**src/rtl/blur3x3_pkg.sv**
```systemverilog
package blur3x3_pkg;
  localparam int PIX_W   = 8;
  localparam int KSIDE   = 3;
  localparam int TAPS    = KSIDE * KSIDE;
  localparam int NORM_SH = 4;
  localparam int ACC_W   = PIX_W + NORM_SH;
  localparam int WIN_W   = TAPS * PIX_W;

  typedef logic [ACC_W-1:0] accT;

  typedef struct packed {
    logic loadL1;
    logic loadL2;
    logic loadL3;
    logic loadOut;
  } stageStrobeT;
endpackage

```
**src/rtl/blur3x3_csa.sv**
```systemverilog
module blur3x3_csa #(
  parameter int WIDTH = 12
) (
  input  logic [WIDTH-1:0] opA,
  input  logic [WIDTH-1:0] opB,
  input  logic [WIDTH-1:0] opC,
  output logic [WIDTH-1:0] sumV,
  output logic [WIDTH-1:0] carryV
);
  assign sumV = opA ^ opB ^ opC;
  assign carryV[0] = 1'b0;
  genvar i;
  generate
    for (i = 1; i < WIDTH; i++) begin : g_maj
      assign carryV[i] = (opA[i-1] & opB[i-1]) | (opA[i-1] & opC[i-1]) | (opB[i-1] & opC[i-1]);
    end
  endgenerate
endmodule

```
**src/rtl/blur3x3_comp42.sv**
```systemverilog
module blur3x3_comp42 #(
  parameter int WIDTH = 12
) (
  input  logic [WIDTH-1:0] opA,
  input  logic [WIDTH-1:0] opB,
  input  logic [WIDTH-1:0] opC,
  input  logic [WIDTH-1:0] opD,
  output logic [WIDTH-1:0] sumV,
  output logic [WIDTH-1:0] carryV
);
  logic [WIDTH-1:0] parity;
  logic [WIDTH-1:0] cinV;

  assign cinV[0]   = 1'b0;
  assign carryV[0] = 1'b0;

  genvar i;
  generate
    for (i = 0; i < WIDTH; i++) begin : g_bit
      assign parity[i] = opA[i] ^ opB[i] ^ opC[i] ^ opD[i];
      assign sumV[i]   = parity[i] ^ cinV[i];
      if (i < WIDTH - 1) begin : g_carry
        assign cinV[i+1]   = (opA[i] ^ opB[i]) ? opC[i] : opA[i];
        assign carryV[i+1] = parity[i] ? cinV[i] : opD[i];
      end
    end
  endgenerate
endmodule

```
**src/rtl/blur3x3_ctrl.sv**
```systemverilog
module blur3x3_ctrl
  import blur3x3_pkg::*;
(
  input  logic        clk,
  input  logic        rstN,
  input  logic        inValid,
  output stageStrobeT strobes,
  output logic        outValid
);
  localparam int STAGES = 4;

  logic [STAGES-1:0] validPipe;

  always_ff @(posedge clk or negedge rstN) begin
    if (!rstN) validPipe <= '0;
    else       validPipe <= {validPipe[STAGES-2:0], inValid};
  end

  always_comb begin
    strobes.loadL1  = inValid;
    strobes.loadL2  = validPipe[0];
    strobes.loadL3  = validPipe[1];
    strobes.loadOut = validPipe[2];
  end

  assign outValid = validPipe[STAGES-1];
endmodule

```
**src/rtl/blur3x3_datapath.sv**
```systemverilog
module blur3x3_datapath
  import blur3x3_pkg::*;
(
  input  logic             clk,
  input  logic             rstN,
  input  stageStrobeT      strobes,
  input  logic [WIN_W-1:0] winPix,
  output logic [PIX_W-1:0] outPix
);
  localparam int L1_OUT = 2 * KSIDE;

  accT addend [TAPS];

  genvar k;
  generate
    for (k = 0; k < TAPS; k++) begin : g_weight
      localparam int ROW = k / KSIDE;
      localparam int COL = k % KSIDE;
      localparam int SH  = ((ROW == 1) ? 1 : 0) + ((COL == 1) ? 1 : 0);
      assign addend[k] = accT'(winPix[k*PIX_W +: PIX_W]) << SH;
    end
  endgenerate

  // Level 1: one carry-save adder per kernel row
  accT l1Comb [L1_OUT];
  accT l1Reg  [L1_OUT];

  genvar r;
  generate
    for (r = 0; r < KSIDE; r++) begin : g_row
      blur3x3_csa #(.WIDTH(ACC_W)) rowCsa (
        .opA   (addend[r*KSIDE]),
        .opB   (addend[r*KSIDE+1]),
        .opC   (addend[r*KSIDE+2]),
        .sumV  (l1Comb[2*r]),
        .carryV(l1Comb[2*r+1])
      );
    end
  endgenerate

  always_ff @(posedge clk or negedge rstN) begin
    if (!rstN) begin
      for (int i = 0; i < L1_OUT; i++) l1Reg[i] <= '0;
    end else if (strobes.loadL1) begin
      for (int i = 0; i < L1_OUT; i++) l1Reg[i] <= l1Comb[i];
    end
  end

  // Level 2: rows 0 and 1 through a 4-2 compressor, row 2 passes
  accT l2Sum, l2Carry;
  accT l2Reg [4];

  blur3x3_comp42 #(.WIDTH(ACC_W)) lvl2Comp (
    .opA   (l1Reg[0]),
    .opB   (l1Reg[1]),
    .opC   (l1Reg[2]),
    .opD   (l1Reg[3]),
    .sumV  (l2Sum),
    .carryV(l2Carry)
  );

  always_ff @(posedge clk or negedge rstN) begin
    if (!rstN) begin
      for (int i = 0; i < 4; i++) l2Reg[i] <= '0;
    end else if (strobes.loadL2) begin
      l2Reg[0] <= l2Sum;
      l2Reg[1] <= l2Carry;
      l2Reg[2] <= l1Reg[4];
      l2Reg[3] <= l1Reg[5];
    end
  end

  // Level 3: final 4-2 compressor
  accT l3Sum, l3Carry;
  accT l3SumReg, l3CarryReg;

  blur3x3_comp42 #(.WIDTH(ACC_W)) lvl3Comp (
    .opA   (l2Reg[0]),
    .opB   (l2Reg[1]),
    .opC   (l2Reg[2]),
    .opD   (l2Reg[3]),
    .sumV  (l3Sum),
    .carryV(l3Carry)
  );

  always_ff @(posedge clk or negedge rstN) begin
    if (!rstN) begin
      l3SumReg   <= '0;
      l3CarryReg <= '0;
    end else if (strobes.loadL3) begin
      l3SumReg   <= l3Sum;
      l3CarryReg <= l3Carry;
    end
  end

  // Single carry-propagate adder and normalising shift
  accT totalV;
  logic [NORM_SH-1:0] unusedLowBits;

  assign totalV        = l3SumReg + l3CarryReg;
  assign unusedLowBits = totalV[NORM_SH-1:0];

  always_ff @(posedge clk or negedge rstN) begin
    if (!rstN)                 outPix <= '0;
    else if (strobes.loadOut)  outPix <= totalV[ACC_W-1:NORM_SH];
  end
endmodule

```
**src/rtl/blur3x3_filter.sv**
```systemverilog
module blur3x3_filter
  import blur3x3_pkg::*;
(
  input  logic             clk,
  input  logic             rstN,
  input  logic             inValid,
  input  logic [WIN_W-1:0] winPix,
  output logic             outValid,
  output logic [PIX_W-1:0] outPix
);
  stageStrobeT strobes;

  blur3x3_ctrl ctrl_i (
    .clk     (clk),
    .rstN    (rstN),
    .inValid (inValid),
    .strobes (strobes),
    .outValid(outValid)
  );

  blur3x3_datapath dp_i (
    .clk    (clk),
    .rstN   (rstN),
    .strobes(strobes),
    .winPix (winPix),
    .outPix (outPix)
  );
endmodule

```
**config.mk**
```make
export PLATFORM = sky130hd
export DESIGN_NAME = blur3x3_filter
export DESIGN_NICKNAME = d
export VERILOG_FILES = /design/src/rtl/blur3x3_pkg.sv /design/src/rtl/blur3x3_csa.sv /design/src/rtl/blur3x3_comp42.sv /design/src/rtl/blur3x3_ctrl.sv /design/src/rtl/blur3x3_datapath.sv /design/src/rtl/blur3x3_filter.sv
export SDC_FILE = /design/constraint.sdc
export NUM_CORES = 1
export LEC_CHECK = 0
export BUFFER_PORTS_ARGS = -buffer_cell sky130_fd_sc_hd__buf_2
export CORE_MARGIN = 1
export CORE_UTILIZATION = 48
export CTS_CLUSTER_SIZE = 12
export DETAILED_ROUTE_END_ITERATION = 8
export PLACE_DENSITY = 0.68
export SYNTH_ARGS = -nofsm -noshare
export SYNTH_HDL_FRONTEND = slang
export SYNTH_HIERARCHICAL = 1
export SYNTH_SLANG_ARGS = --single-unit
```
**constraint.sdc**
```tcl
create_clock -name clk -period 1.8 [get_ports clk]
set_input_delay 0.09 -clock clk [delete_from_list [all_inputs] [get_ports clk]]
set_output_delay 0.09 -clock clk [all_outputs]
set_load 0.01 [all_outputs]
```
# Yosys cells after proc, flatten, opt, wreduce, memory -nomap -nowiden
# Index checks and enable logic that the tools add are counted.
dict set report word_totals {
  regBits 136
  elab_cells 251
}
dict set report classes {
  add_sub_neg 1
  muxes 42
  bitwise 194
}
# operator n
set op_table {}
lappend op_table {{$xor A1 B1 Y1} 80}
lappend op_table {{$and A1 B1 Y1} 66}
lappend op_table {{$mux W1} 42}
lappend op_table {{$or A1 B1 Y1} 42}
lappend op_table {{$xor A12 B8 Y12} 2}
lappend op_table {{$xor A8 B9 Y9} 2}
lappend op_table {{$add A12 B12 Y12} 1}
lappend op_table {{$xor A12 B9 Y12} 1}
lappend op_table {{$xor A9 B10 Y10} 1}

# Logic depth before layout (Yosys ltp)
# Gate-level depths: netlist (run 1).
dict set report depth {
  depth_word 4
  ltp_mapped 6
}

# Modules after synthesis
# The synthesis (run 1) kept the hierarchy.
# mod n_inst cells_each area_each_um2 seq_area_each_um2
set by_module_without_submodules {}
lappend by_module_without_submodules {blur3x3_datapath 1 405 6155.9 3803.6}
lappend by_module_without_submodules {blur3x3_comp42 2 88 673.1 0.0}
lappend by_module_without_submodules {blur3x3_csa 3 14 255.2 0.0}
lappend by_module_without_submodules {blur3x3_ctrl 1 5 107.6 100.1}

# Least setup slack after synthesis (run 1)
# OpenSTA, ideal clock, no wires.
dict set report synth_path {
  kind {register -> register}
  from {register dp_i.l3SumReg[8]}
  to {register dp_i.outPix[7]}
  setup_ps 80
  arrival_ps 1622
  required_time_ps 1720
  slack_ps 98
  path_stages_with_launch 6
  path_buffers 0
  synth_period_minus_slack_ps 1702
  cell_sequence {dfrtp_1 ha_1 a21oi_2 o21a_4 or4b_1 o211ai_2}
}
dict set report synth_via {
  elab_chain_cells 1
}
# element line_no
set synth_lines {}
lappend synth_lines {{start, declared} blur3x3_datapath.sv:75} ;# accT l3SumReg, l3CarryReg;
lappend synth_lines {{start signal, assigned} blur3x3_datapath.sv:91} ;# l3SumReg <= l3Sum;
lappend synth_lines {{$add A12 B12 Y12} blur3x3_datapath.sv:100} ;# assign totalV = l3SumReg + l3CarryReg;
lappend synth_lines {{end signal, assigned} blur3x3_datapath.sv:105} ;# else if (strobes.loadOut) outPix <= totalV[ACC_W-1:NORM_SH];
lappend synth_lines {{end, declared} blur3x3_datapath.sv:8} ;# output logic [PIX_W-1:0] outPix
# No other way between the ends.
# A chain may end at the register's enable or synchronous reset.

# Worst setup path after layout (run 1)
dict set report layout_path {
  from {register dp_i.l3SumReg[1]}
  to {register dp_i.outPix[2]}
}
# The elaborated chain is that of the path after synthesis.

==> impl_metrics.toml, run 1 <==
[floorplan]
num_rows = 47
die-width_um = 134.1
initial_utilization_pct = 49.80
coreArea_um2 = 16820
io_pins = 84
dieArea_um2 = 17980
die_height_um = 134.1

[cts]
post_cts_buffers = 0
cts.sinks = 156
htreeDepth = 4
cts_buffers = 17
root_buffer = "clkbuf_16"
clock_latency_ns = 0.42
tritoncts = "yes"
clkTransAtPathRegs_ns = 0.06
clockBufferDepth = 2

[synth]
ys_seq_area_share_pct = 46.61
synth_cell_type_count = 46
yosys_warnings = 6
ys_seq_elements = 156
syn_avg_cell_area_um2 = 13.34
syn_inst = 628
synth.cell_area_um2 = 8376

[worst_setup_path]
cp_slowest_cell = "a2111oi_2"
r2r-end = "dp_i/outPix[2]"
crit_start = "dp_i/l3SumReg[1]"
end_kind = "flip-flop"
path_depth = 5
r2r-start = "dp_i/l3SumReg[1]"
path_cells = "ha_1 > nand3_1 > a2111oi_2 > mux2i_1 > o311ai_1"
worstRegToRegCells = 5
cp_max_fo = 3
worst-path-buf-inv = 0
reg2reg_setup_slack_ns = 0.03
critPathCapture = "dp_i/outPix[2]"
cpPeakStageDelay_ns = 0.42
cp_top_family = "compound AO/OA/AOI/OAI gates"
crit_type = "flip-flop to flip-flop"
start_kind = "flip-flop"
cp.arrival_ns = 2.05
required_ns = 2.08

[global_routing]
antenna_found_initial = 0
grt_start_max_net_pins = 64
grt_overflow = 0
grt_pass1_vias = 5385
grt_pass1_wl_um = 25010
grt_usage_pct = 17.53

[cells_and_area]
drive_above_1_share_pct = 40.55
final_area_um2 = 9834
area_growth_pct = 17.42
n_antenna_cell = 0
fin_cells = 987
final_nets = 876

[min_path]
hp-class = "input pin to flip-flop"

[place]
io_buffer_count = 83
gp_congestion = 0.8287
hpwl_um = 10600
dp_cells = 956
placed_cell_area_um2 = 9260

[power_and_ir_drop]
ir_worst_vdd_mv = 0.9089
p_per_area_nw_per_um2 = 1528
finalPower_mw = 15.02
power.leakage_nw = 4.246

[route]
firstDrtPassIters = 4
antenna_left = 0
wirelength_um = 14030
avgViaCountPerCell = 5.048
drc = 0
drt_iter0_drc = 144
num_vias = 4982
wire_per_inst_um = 14.21

[sta]
whs_ns = 0.06173
fin_worst_skew_ns = 0.008431
relSlewSlack_pct = 60.05
worst_pin_slew_ns = 0.5993
setup_viol = 0
hold_viol = 0
final.period_utilization_pct = 98.13
rsz0062_at_grt = "yes"
fmaxAchievable_ghz = 0.5662
slew_viol_final = 0
fin_tns_setup_ns = 0
min_period_ns = 1.766

[outcome]
status = "complete, no violations"

[job]
maxCapViolations = 0
synth_stat cells, drive strengths merged:
cell type | n | share of area [%]
o21a | 2 | 0.27
o311ai | 2 | 0.21
nor3 | 4 | 0.36
mux2 | 144 | 19
inv | 3 | 0.13
a221oi | 1 | 0.10
o211a | 1 | 0.12
fa | 33 | 7.9
dfrtp | 156 | 47
clkbuf | 6 | 0.27
o31ai | 3 | 0.27
ha | 12 | 1.8
nor2 | 24 | 1.1
a31o | 1 | 0.10
nand2b | 1 | 0.075
nand2 | 29 | 1.3
xor3 | 3 | 0.85
maj3 | 24 | 3.2
xor2 | 37 | 3.9
buf | 19 | 1.3
or3 | 4 | 0.31
mux2i | 1 | 0.12
or4b | 1 | 0.12
xnor2 | 56 | 5.9
nand3 | 4 | 0.24
o211ai | 1 | 0.15
conb | 6 | 0.27
a31oi | 1 | 0.075
o2111ai | 2 | 0.21
nor2b | 1 | 0.075
nand4 | 5 | 0.37
a211oi | 2 | 0.18
o31a | 1 | 0.10
o21ai | 4 | 0.28
nor4 | 2 | 0.15
a2111oi | 2 | 0.36
a21oi | 28 | 1.8
and3 | 2 | 0.15
per-stage QoR:
step	utilization (%)	worst slack, ns
2_1_floorplan	-	0.09818
3_3_place_gp	55.06	0.04583
3_5_place_dp	55.06	-0.008511
4_1_cts	58.31	0.02178
5_1_grt	58.47	-0.04863
6_report	58.47	0.03374
cell usage in the layout (no fill, tap or decap), drive strengths merged, types with 5 or more instances in the layout:
cell      n
xor2     37
ha       12
nand2    29
mux2    144
buf      98
nand4     5
maj3     24
conb     41
xnor2    56
clkbuf   21
clkinv    7
fa       33
nor2     24
a21oi    28
dfrtp   156
worst min path at each step:
stage / to / startpoint / cells after the start / slack [ns]
after global routing: dp_i/l1Reg[39] / winPix[42] / 3 / 0.05
after global placement: dp_i/l1Reg[19] / rstN / 1 / 0.12
after floorplan: ctrl_i/validPipe[0] / rstN / 0 / -0.21
after detailed placement: dp_i/l1Reg[19] / rstN / 1 / 0.13
final: dp_i/l1Reg[13] / winPix[65] / 3 / 0.06
after CTS: dp_i/l1Reg[39] / winPix[42] / 3 / 0.05
worst reg2reg max path: stages, from the launching register on:
cell	delay (ns)
dfrtp_1	0.38
ha_1	0.30
nand3_1	0.16
a2111oi_2	0.42
mux2i_1	0.23
o311ai_1	0.13
power by group:
| part | internal, mW | leakage (nW) | switching, mW | total (mW) |
|---|---|---|---|---|
| clock | 1.94 | 0.268 | 1.30 | 3.24 |
| sequential | 4.56 | 1.83 | 0.834 | 5.40 |
| combinational | 3.39 | 2.15 | 3.00 | 6.39 |
| total | 9.89 | 4.25 | 5.14 | 15.0 |
cells by family (layout without fill, tap and decap cells):
kind of cell	count (synthesis)	after routing	synth area share, %
AO/OA/AOI/OAI	51	51	4.243
XOR/XNOR	96	96	10.58
adder cells (fa/ha/maj)	69	69	12.88
buffers and inverters	28	132	1.718
flip-flops	156	156	46.61
multiplexers	145	145	19.48
other	6	41	0.2689
AND/OR/NAND/NOR	77	77	4.228
flip-flops by register name, indices dropped and copies added (netlist names):
name / count
dp_i/l3SumReg: 12
ctrl_i/validPipe: 4
dp_i/outPix: 8
dp_i/l2Reg: 48
dp_i/l1Reg: 72
dp_i/l3CarryReg: 12
per-layer routing:
metal	global-route usage [%]	wire length (um)	vias to the layer above
met2	29.94	7192	80
li1	-	-	2414
met5	0	0	-
met3	3.628	394	18
met4	6.117	196	0
met1	22.15	6247	2470
what timing repair did:
| action | in CTS | in global routing |
|---|---|---|
| hold buffers | 1 | 0 |
| setup endpoints to repair | 1 | 6 |
| pin swaps | 0 | 2 |
| endpoints found under the hold margin | 58 | 0 |
| resized for setup | 1 | 7 |
layout make-up:
| class | count | area [um2] |
|---|---|---|
| timing repair buffer | 99 | 619.3 |
| clock inverter | 9 | 72.57 |
| sequential | 156 | 3905 |
| multi-input combinational | 479 | 4491 |
| inverter | 3 | 11.26 |
| clock buffer | 21 | 460.4 |
| tap | 220 | 275.3 |
| fill | 1390 | 6984 |
(Power assumes the default switching activity.)
==> inputs of run 2 (changes only) <==
CTS_BUF_LIST = sky130_fd_sc_hd__clkbuf_16   (was not set)
PLACE_DENSITY = 0.69   (was 0.68)
SYNTH_HIERARCHICAL = not set   (was 1)
==> run 2 against run 1 <==
  * Hold slack got worse by 0.023 ns
  * Non-clock buffer count decreased by 4
  * Clock power increased by 4%
  * Setup slack improved by 0.016 ns
  * Final cell count decreased by 26%
  * Sequential share of layout area decreased by 0.080 points
  * Power decreased by 22%
  * Fmax increased by 0.93%
  * Via count decreased by 25%
  * Flip-flop and latch count decreased by 39
  * Critical path type unchanged
  * Largest power group unchanged
  * Highest routed layer unchanged
==> impl_metrics.toml, run 2 <==
[route]
num_vias = 3726
wirelength_um = 10530
avgViaCountPerCell = 5.097
drt_iter0_drc = 87
antenna_left = 0
wire_per_inst_um = 14.41
firstDrtPassIters = 4
drc = 0

[sta]
relSlewSlack_pct = 67.87
worst_pin_slew_ns = 0.4820
rsz0062_at_grt = "yes"
hold_viol = 0
fin_worst_skew_ns = 0.009785
setup_ws_ns = 0.04998
whs_ns = 0.03897
final.period_utilization_pct = 97.22
fmaxAchievable_ghz = 0.5714
min_period_ns = 1.750
setup_viol = 0
slew_viol_final = 0

[synth]
yosys_warnings = 0
syn-num-nets = 563
synthAdderAreaFrac_pct = 13.30
ys_top_cells_by_area = "dfrtp_1 (49%), mux2_2 (17%), xnor2_1 (8.6%)"
ys_seq_elements = 117
netlist_top_cells_count = "dfrtp_1 (117), mux2_2 (89), xnor2_1 (59), fa_1 (21), a21oi_1 (20)"
synth_top_area_share_pct = 48.77
synth.largest_area_cell = "dfrtp_1"
synth_xor_xnor_area_share_pct = 8.900
ys.flop_type = "dfrtp_1"
synth_top_family_by_area = "multiplexers"
syn_avg_cell_area_um2 = 13.31
synth_cell_type_count = 31
synth_edf_count = 0
syn_inst = 451
synth_mux_area_share_pct = 18.01
synth.cell_area_um2 = 6003
ys_seq_area_share_pct = 48.77
yosys.area_share.simple_pct = 2.564
yosysMostFrequentCell = "dfrtp_1"
synth-compound-area-share_pct = 6.524
async_flop_share_pct = 100.0

[cells_and_area]
final_cell_mix = "dfrtp_1 (117), mux2_2 (89), buf_2 (82)"
layout_commonest_cell = "dfrtp_1"
final_nets = 662
largest-register = "dp_i.l1Reg"
area_growth_pct = 23.07
drive_above_1_share_pct = 42.27
n_antenna_cell = 0
fin_cells = 731
reg_top3 = "dp_i.l1Reg: 51 flops, dp_i.l2Reg: 35 flops, dp_i.l3CarryReg: 10 flops"
largest_register_ffs = 51
final_area_um2 = 7388

[min_path]
min_from = "winPix[16]"
hp-class = "input pin to flip-flop"
whs_endpoint = "dp_i.l1Reg[60]"
hold_depth = 3

[place]
io_buffer_count = 83
hpwl_um = 7562
placed_cell_area_um2 = 6666
dp_cells = 694
gp_congestion = 0.8674
dp_slack_ns = -0.04962

[worst_setup_path]
cp_max_fo = 4
start_kind = "flip-flop"
worstRegToRegCells = 5
r2r-start = "dp_i.l3CarryReg[4]"
cp.arrival_ns = 2.03
cpPeakStageDelay_ns = 0.42
path_cells = "ha_4 > nor3_2 > a2111oi_2 > or3_1 > a31o_1"
end_kind = "flip-flop"
r2r-end = "dp_i.outPix[6]"
cp_slowest_cell = "dfrtp_1"
crit_type = "flip-flop to flip-flop"
reg2reg_setup_slack_ns = 0.05
required_ns = 2.08

[global_routing]
grt_overflow = 0
grt_start_max_net_pins = 53
antenna_found_initial = 0
grt_pass1_vias = 3917
grt_usage_pct = 18.34
grt_pass1_wl_um = 18610

[cts]
htreeDepth = 4
tritoncts = "yes"
cts_buffers = 17
cts.sinks = 117
clock_latency_ns = 0.39
root_buffer = "clkbuf_16"
clockBufferDepth = 2
clkTransAtPathRegs_ns = 0.06

[power_and_ir_drop]
power.net_switching_mw = 3.863
p_per_area_nw_per_um2 = 1589
power_frac_comb_pct = 37.4
swShare_pct = 32.91
intPower_mw = 7.877
ir_worst_vdd_mv = 0.7431
power_frac_seq_pct = 33.8
p_clk_share_pct = 28.8
power.leakage_nw = 3.137

[floorplan]
dieArea_um2 = 12960
die_height_um = 113.8
coreArea_um2 = 12110
die-width_um = 113.8
initial_utilization_pct = 49.57
io_pins = 84
num_rows = 40

[job]
maxCapViolations = 0

[outcome]
status = "complete, no violations"
## run 2: layout make-up
cell class | count | area [um2]
Clock buffer | 17 | 425.4
Clock inverter | 15 | 178.9
Fill cell | 981 | 4723
Inverter | 13 | 48.80
Multi-Input combinational cell | 306 | 3029
Sequential cell | 117 | 2928
Tap cell | 168 | 210.2
Timing Repair Buffer | 95 | 568.0
## run 2: logic make-up (layout without fill, tap and decap cells)
logic type,count (synthesis),after routing
AOI/OAI and AO/OA,67,67
DFF,117,117
buffers and inverters,28,140
adders and majority gates,53,53
xor gates and xnor gates,61,61
and+or+nand+nor,29,29
muxes,96,96
## run 2: layer usage
metal,track usage [%],wire (um),share of wire (%)
met2,30.85,5269,50
met3,4.091,294,2.8
met1,24.00,4859,46
met4,5.108,110,1.0
met5,0,0,0
## run 2: how the worst max path moves through the flow
stage / from / to / slack [ns] / depth (start not counted)
floorplan: dp_i.l3CarryReg[6] / dp_i.outPix[4] / 0.09 / 5
global placement: dp_i.l3CarryReg[4] / dp_i.outPix[6] / 0.06 / 5
detailed placement: dp_i.l3CarryReg[4] / dp_i.outPix[6] / -0.05 / 5
CTS: dp_i.l3CarryReg[8] / dp_i.outPix[7] / 0.004 / 5
global route: dp_i.l3SumReg[8] / dp_i.outPix[6] / -0.03 / 5
finish: dp_i.l3CarryReg[4] / dp_i.outPix[6] / 0.05 / 5
## run 2: repair_timing
action	CTS	global route
cloned	0	0
endpoints found under the setup margin	2	6
gates resized for setup	3	12
pin swaps	1	2
buffers inserted	0	1
hold buffers	4	0
endpoints found under the hold margin	120	0
## run 2: power groups by stage
stage	clock, mW	combinational, mW	sequential (mW)
after floorplan	0	3.13	3.87
after global placement	0	3.98	3.94
after detailed placement	0	4.10	3.99
after CTS	3.45	4.24	3.97
after global routing	3.58	4.85	4.08
final	3.38	4.39	3.97
## run 2: critical path: cells and delay by family, from the launching register on
kind,cells,cell delay [ns]
AOI/OAI and AO/OA,2,0.31
adders and majority gates,1,0.29
DFF,1,0.42
and+or+nand+nor,2,0.63
## run 2: per-stage QoR
| stage | utilization [%] | TNS, ns | power, mW |
|---|---|---|---|
| 2_1_floorplan | - | 0 | 7.003 |
| 3_3_place_gp | 55.04 | 0 | 7.920 |
| 6_report | 61.00 | 0 | 11.74 |
| 4_1_cts | 60.55 | 0 | 11.65 |
| 5_1_grt | 61.00 | -0.07287 | 12.51 |
| 3_5_place_dp | 55.04 | -0.04962 | 8.095 |
